File: src/rtl/wdt_pkg.sv
package wdt_pkg;
   typedef enum logic [1:0] {
      WDM_OFF    = 2'b00,
      WDM_SOFT   = 2'b01,
      WDM_AWAKE  = 2'b10,
      WDM_ALWAYS = 2'b11
   } wdt_mode_e;

   // Decide whether counting is permitted for a given mode and core state
   function automatic logic wdt_run(input logic [1:0] mode, input logic asleep,
                                    input logic sw_en);
      unique case (wdt_mode_e'(mode))
         WDM_ALWAYS: wdt_run = 1'b1;
         WDM_AWAKE:  wdt_run = ~asleep;
         WDM_SOFT:   wdt_run = sw_en;
         default:    wdt_run = 1'b0;
      endcase
   endfunction
endpackage

File: src/rtl/wdt_tick_div.sv
module wdt_tick_div #(
   parameter int DIV_COUNT = 31
) (
   input  logic clk,
   input  logic rst_n,
   input  logic clr,
   input  logic en,
   output logic tick
);
   localparam int DW   = (DIV_COUNT > 2) ? $clog2(DIV_COUNT) : 1;
   localparam bit POW2 = ((DIV_COUNT & (DIV_COUNT - 1)) == 0);
   localparam logic [DW-1:0] LAST = DW'(DIV_COUNT - 1);

   logic [DW-1:0] div_q;

   generate
      if (POW2) begin : g_wrap
         // Power-of-two ratio: the counter wraps by itself
         always_ff @(posedge clk or negedge rst_n) begin
            if (!rst_n)     div_q <= '0;
            else if (clr)   div_q <= '0;
            else if (en)    div_q <= div_q + 1'b1;
         end
         assign tick = en & (&div_q);
      end else begin : g_cmp
         // Arbitrary ratio: compare against the terminal value
         always_ff @(posedge clk or negedge rst_n) begin
            if (!rst_n)     div_q <= '0;
            else if (clr)   div_q <= '0;
            else if (en)    div_q <= (div_q == LAST) ? '0 : div_q + 1'b1;
         end
         assign tick = en & (div_q == LAST);
      end
   endgenerate
endmodule

File: src/rtl/wdt_period_cnt.sv
module wdt_period_cnt #(
   parameter int PS_W     = 5,
   parameter int PS_MAX   = 18,
   parameter int PS_RESET = 11
) (
   input  logic            clk,
   input  logic            rst_n,
   input  logic            ps_load,
   input  logic [PS_W-1:0] ps_data,
   input  logic            clr,
   input  logic            tick,
   output logic            expire
);
   localparam int CW = (PS_MAX > 0) ? PS_MAX : 1;
   localparam logic [PS_W-1:0] SEL_CAP = PS_W'(PS_MAX);

   logic [PS_W-1:0] ps_q;
   logic [PS_W-1:0] sel_eff;
   logic [CW-1:0]   cnt_q;
   logic [CW-1:0]   mask;
   logic            hit;

   always_ff @(posedge clk or negedge rst_n) begin
      if (!rst_n)       ps_q <= PS_W'(PS_RESET);
      else if (ps_load) ps_q <= ps_data;
   end

   assign sel_eff = (ps_q > SEL_CAP) ? SEL_CAP : ps_q;
   // 2^n - 1; when n equals the width the shift empties and the subtraction wraps
   assign mask    = ({{(CW-1){1'b0}}, 1'b1} << sel_eff) - 1'b1;
   assign hit     = (cnt_q == mask);
   assign expire  = tick & hit & ~clr;

   always_ff @(posedge clk or negedge rst_n) begin
      if (!rst_n)        cnt_q <= '0;
      else if (clr)      cnt_q <= '0;
      else if (tick)     cnt_q <= hit ? '0 : cnt_q + 1'b1;
   end
endmodule

File: src/rtl/wdt_sleep_status.sv
module wdt_sleep_status (
   input  logic clk,
   input  logic rst_n,
   input  logic sleep_enter,
   input  logic sleep_exit,
   input  logic clr_wdt,
   input  logic expire,
   output logic asleep,
   output logic rst_req,
   output logic wake_req,
   output logic to_n,
   output logic pd_n
);
   always_ff @(posedge clk or negedge rst_n) begin
      if (!rst_n) begin
         asleep   <= 1'b0;
         rst_req  <= 1'b0;
         wake_req <= 1'b0;
         to_n     <= 1'b1;
         pd_n     <= 1'b1;
      end else begin
         rst_req  <= expire & ~asleep;
         wake_req <= expire & asleep;

         if (sleep_enter)                        asleep <= 1'b1;
         else if (sleep_exit | (expire & asleep)) asleep <= 1'b0;

         if (expire)       to_n <= 1'b0;
         else if (clr_wdt) to_n <= 1'b1;

         if (sleep_enter)  pd_n <= 1'b0;
         else if (clr_wdt) pd_n <= 1'b1;
      end
   end
endmodule

File: src/rtl/wdog_ctrl.sv
module wdog_ctrl #(
   parameter int DIV_COUNT = 31,
   parameter int PS_W      = 5,
   parameter int PS_MAX    = 18,
   parameter int PS_RESET  = 11
) (
   input  logic            clk,
   input  logic            rst_n,
   input  logic [1:0]      mode,
   input  logic            sw_en,
   input  logic            ps_load,
   input  logic [PS_W-1:0] ps_data,
   input  logic            clr_wdt,
   input  logic            sleep_enter,
   input  logic            sleep_exit,
   input  logic            osc_fail,
   output logic            rst_req,
   output logic            wake_req,
   output logic            to_n,
   output logic            pd_n
);
   import wdt_pkg::*;

   generate
      if (DIV_COUNT < 2) begin : g_bad_div
         $error("wdog_ctrl: DIV_COUNT must be at least 2");
      end
      if (PS_MAX < 1 || PS_MAX >= (1 << PS_W)) begin : g_bad_max
         $error("wdog_ctrl: PS_MAX must be in 1 .. 2**PS_W-1");
      end
      if (PS_RESET > PS_MAX) begin : g_bad_rst
         $error("wdog_ctrl: PS_RESET must not exceed PS_MAX");
      end
   endgenerate

   logic asleep;
   logic run;
   logic clr_all;
   logic cnt_en;
   logic tick;
   logic expire;

   assign run     = wdt_run(mode, asleep, sw_en);
   assign clr_all = ~run | clr_wdt | sleep_enter | sleep_exit | osc_fail;
   assign cnt_en  = run & ~clr_all;

   wdt_tick_div #(.DIV_COUNT(DIV_COUNT)) u_div (
      .clk   (clk),
      .rst_n (rst_n),
      .clr   (clr_all),
      .en    (cnt_en),
      .tick  (tick)
   );

   wdt_period_cnt #(.PS_W(PS_W), .PS_MAX(PS_MAX), .PS_RESET(PS_RESET)) u_cnt (
      .clk     (clk),
      .rst_n   (rst_n),
      .ps_load (ps_load),
      .ps_data (ps_data),
      .clr     (clr_all),
      .tick    (tick),
      .expire  (expire)
   );

   wdt_sleep_status u_stat (
      .clk         (clk),
      .rst_n       (rst_n),
      .sleep_enter (sleep_enter),
      .sleep_exit  (sleep_exit),
      .clr_wdt     (clr_wdt),
      .expire      (expire),
      .asleep      (asleep),
      .rst_req     (rst_req),
      .wake_req    (wake_req),
      .to_n        (to_n),
      .pd_n        (pd_n)
   );
endmodule

File: config.mk
export PLATFORM = sky130hd
export DESIGN_NAME = wdog_ctrl
export DESIGN_NICKNAME = d
export VERILOG_FILES = /design/src/rtl/wdt_pkg.sv /design/src/rtl/wdt_tick_div.sv /design/src/rtl/wdt_period_cnt.sv /design/src/rtl/wdt_sleep_status.sv /design/src/rtl/wdog_ctrl.sv
export SDC_FILE = /design/constraint.sdc
export NUM_CORES = 1
export LEC_CHECK = 0
export BUFFER_PORTS_ARGS = -buffer_cell sky130_fd_sc_hd__buf_2
export CAP_MARGIN = 0
export CELL_PAD_IN_SITES_DETAIL_PLACEMENT = 1
export CELL_PAD_IN_SITES_GLOBAL_PLACEMENT = 1
export CORE_MARGIN = 3
export CORE_UTILIZATION = 35
export CTS_BUF_LIST = sky130_fd_sc_hd__clkbuf_16
export DETAILED_ROUTE_END_ITERATION = 7
export HOLD_SLACK_MARGIN = 0.15
export PLACE_DENSITY_LB_ADDON = 0.1
export SYNTH_ARGS = -nofsm -noshare
export SYNTH_HDL_FRONTEND = slang
export SYNTH_SLANG_ARGS = --single-unit
File: constraint.sdc
create_clock -name clk -period 3 [get_ports clk]
set_input_delay 0.6 -clock clk [delete_from_list [all_inputs] [get_ports clk]]
set_output_delay 0.6 -clock clk [all_outputs]
set_load 0.01 [all_outputs]
==> metrics.txt <==
xor/xnor share of the synthesized area 3.13%; CP peak stage delay 420 ps; clk buf depth 2; Post-CTS Hold Fix Bufs 0; Req. time, crit path 3170 ps; max-slew violation count 0; worst path arrival time 3230 ps; global route hottest layer met2; #FFs+latches synth 33; Synth Area in Simple Gates 31.6%; Initial Utilization 36.6%; GP Congestion 0.787; worst flop-to-flop path startpoint u_cnt.ps_q[4]; failing checks setup timing; Cell Chain, Critical Path or3_4 > or2_4 > ha_4 > or3_1 > or3_4 > a31oi_4 > o22ai_2 > nor4_2 > buf_4 > nand3_1 > a31o_2; M1 GR Usage 26.8%; VDD IR max 321 uV; Die Wd 90.8 um; Post-DRT Antenna Nets 0; flop-to-flop setup slack -60 ps; met3 GRT Util 2.75%; synth unique cells 57; final critical-path share of the clock period 102%; CTS tree done; Clock Skew 6.68 ps; Worst Setup Start Kind register; GR Util met2 30.7%; status complete, but fails checks; depth of the CTS H-tree 2; Min-Delay Path Class input port to async pin; Slew headroom 47.7%; Compound-Gate Fraction of Synth Area 22.2%; WS Path Type register to register; fin nets 351; synthesized area 2510 um^2; vias 2433; detailed placer's ending HPWL 5490 um; Worst Reg-to-Reg Cells 11; RR Endpoint u_stat.asleep; CP top delay family simple AND/OR/NAND/NOR gates; Clock Latency Late Sink 280 ps; Top FF cell, synth dfrtp_1; DRC Markers 0; CTS Root Cell clkbuf_16; DR vias/cell 5.67; initial DRC count 82; Synth Instances 307; mux contribution to synthesized area 1.79%; CP Capture Type register; routed wire length 7630 um; Critical Path Source u_cnt.ps_q[4]; post-route insts no fill 429; pre-CTS setup slack -78.8 ps; initial antenna violation count 0; drt pass-1 iters 4; Worst-Margin Slew 785 ps; Seq/Total Area, Yosys 33.1%; final worst slack -63.8 ps; ys async rst share 100%; CTS buffer count 5; crit path buf inv count 1; die area 8240 um^2; pin count of the biggest net entering global routing 34; CORE AREA 6870 um^2; Area Growth Syn to Fin 21.5%; PortBufs 18; Worst path most repeated cell or3_4; post-detailed-placement cell area 2810 um^2; Peak Freq 0.326 GHz; syn avg cell area 8.19 um^2; number of enable flip-flop cells after synthesis 0; GRT overflow 0; post-synthesis net count 326; Diodes inserted 0; CTS sink cnt 33; max_cap viols 0; leakage 1.26 nW; largest family of logic cells by synthesized area simple AND/OR/NAND/NOR gates; Total GRT Usage 19.3%; Setup-failing EPs final 20; yosys warns 0; Final Util 44.5%; Ports 19; Post-Synth Adder-Cell Area 1.99%; CP max FO 5; vias in the first global route 2444; Core Rows 30; cell area after layout 3060 um^2; Reg clk slew, reported paths 50 ps; die height 90.8 um; Critical-path top delay cell dfrtp_1; Placed Instances 419; PwrDens 397 nW/um^2; routed len/inst 17.8 um; fin crit period 3060 ps; layout cell share with drive strength beyond 1 25.5%; first-pass GRT wire length 12600 um; Hold Fails Final Rpt 0; RSZ-0062 raised after global routing true
-- stage by stage --
stage	hold slack, ps	TNS [ps]	total power, W
global route	457	-2810	0.00128
floorplan	304	-396	0.000632
finish	399	-365	0.00121
detailed placement	451	-379	0.000700
global placement	447	-73.0	0.000697
CTS	428	0	0.00122
-- state kept, by name (all words and copies together), names as in the netlist --
| name | cells |
|---|---|
| u_stat.asleep | 1 |
| u_cnt.ps_q | 5 |
| u_cnt.cnt_q | 18 |
| u_div.div_q | 5 |
| u_stat.pd_n | 1 |
| u_stat.wake_req | 1 |
| u_stat.to_n | 1 |
| u_stat.rst_req | 1 |
-- routing by layer --
metal | up-vias | share of wire (%)
met3 | 6 | 2.9
li1 | 1182 | -
met4 | 0 | 0.88
met2 | 33 | 47
met1 | 1212 | 49
met5 | - | 0
-- logic make-up after synthesis --
logic type / after synthesis
simple gates: 142
compound gates: 81
buf+inv: 34
flops: 33
xor+xnor: 9
mux: 4
fa+ha+maj: 4
-- cells in the mapped netlist, drive strengths merged (6+ instances only) --
master	count	area, um^2
inv	10	37.5
nand4	6	37.5
xnor2	6	52.6
nor4	6	65.1
o211ai	6	45.0
a21oi	19	95.1
o21ai	16	80.1
nand2	27	101
dfrtp	28	701
clkbuf	13	50.0
a21o	13	97.6
buf	11	66.3
nor2	23	86.3
nand3	25	125
or3	17	111
-- timing repair --
item,in CTS,in global routing
hold endpoints to repair,0,0
resized for setup,7,13
endpoints found under the setup margin,20,22
pin swaps,6,2
buffers inserted,2,0
-- power breakdown --
| group | leakage, nW | internal (W) | switching, W |
|---|---|---|---|
| clock network | 0.0696 | 0.000304 | 0.000197 |
| registers | 0.436 | 0.000458 | 0.00000788 |
| logic | 0.752 | 0.000103 | 0.000144 |
| total | 1.26 | 0.000865 | 0.000350 |
-- cell usage in the layout (no fill, tap or decap), types with 3 or more instances in the layout --
cell        n
nor4_1      3
clkbuf_16   5
buf_4      22
xor2_1      3
ha_1        3
nand4_1     6
o21ai_0    11
a21oi_1    18
nand2_1    27
mux2_2      4
a21o_1     13
or4_1       5
nor3_1      4
nor4b_1     3
nand3_1    25
nor2_1     23
dfrtp_1    28
o211ai_1    6
or3_1      15
nand2b_1    4
xnor2_1     5
a211o_1     3
buf_2      18
o31ai_1     3
nand3b_1    3
o21ai_1     5
nor2b_1     4
inv_1      10
o21a_1      3
dfstp_2     5
-- layout make-up --
| class | instances | area, um^2 |
|---|---|---|
| Fill cell | 817 | 3810 |
| Tap cell | 96 | 120 |
| Clock inverter | 3 | 17.5 |
| Sequential cell | 33 | 832 |
| Inverter | 10 | 37.5 |
| Clock buffer | 5 | 125 |
| Multi-Input combinational cell | 240 | 1640 |
| Timing Repair Buffer | 42 | 287 |
-- how the worst max path moves through the flow --
stage / end / slack, ps / cells after the start
floorplan: u_cnt.cnt_q[16] / -50 / 12
global placement: u_stat.asleep / -20 / 12
detailed placement: u_cnt.cnt_q[17] / -80 / 12
CTS: u_stat.asleep / 1 / 12
global route: u_stat.asleep / -170 / 11
finish: u_stat.asleep / -60 / 11
-- worst register-to-register path: stages (launching register included) --
cell and delay [ps]:
dfrtp_1 420, or3_4 380, or2_4 240, ha_4 180
or3_1 350, or3_4 410, a31oi_4 180, o22ai_2 110
nor4_2 140, buf_4 170, nand3_1 100, a31o_2 260
Power figures use the tool's default switching activity.
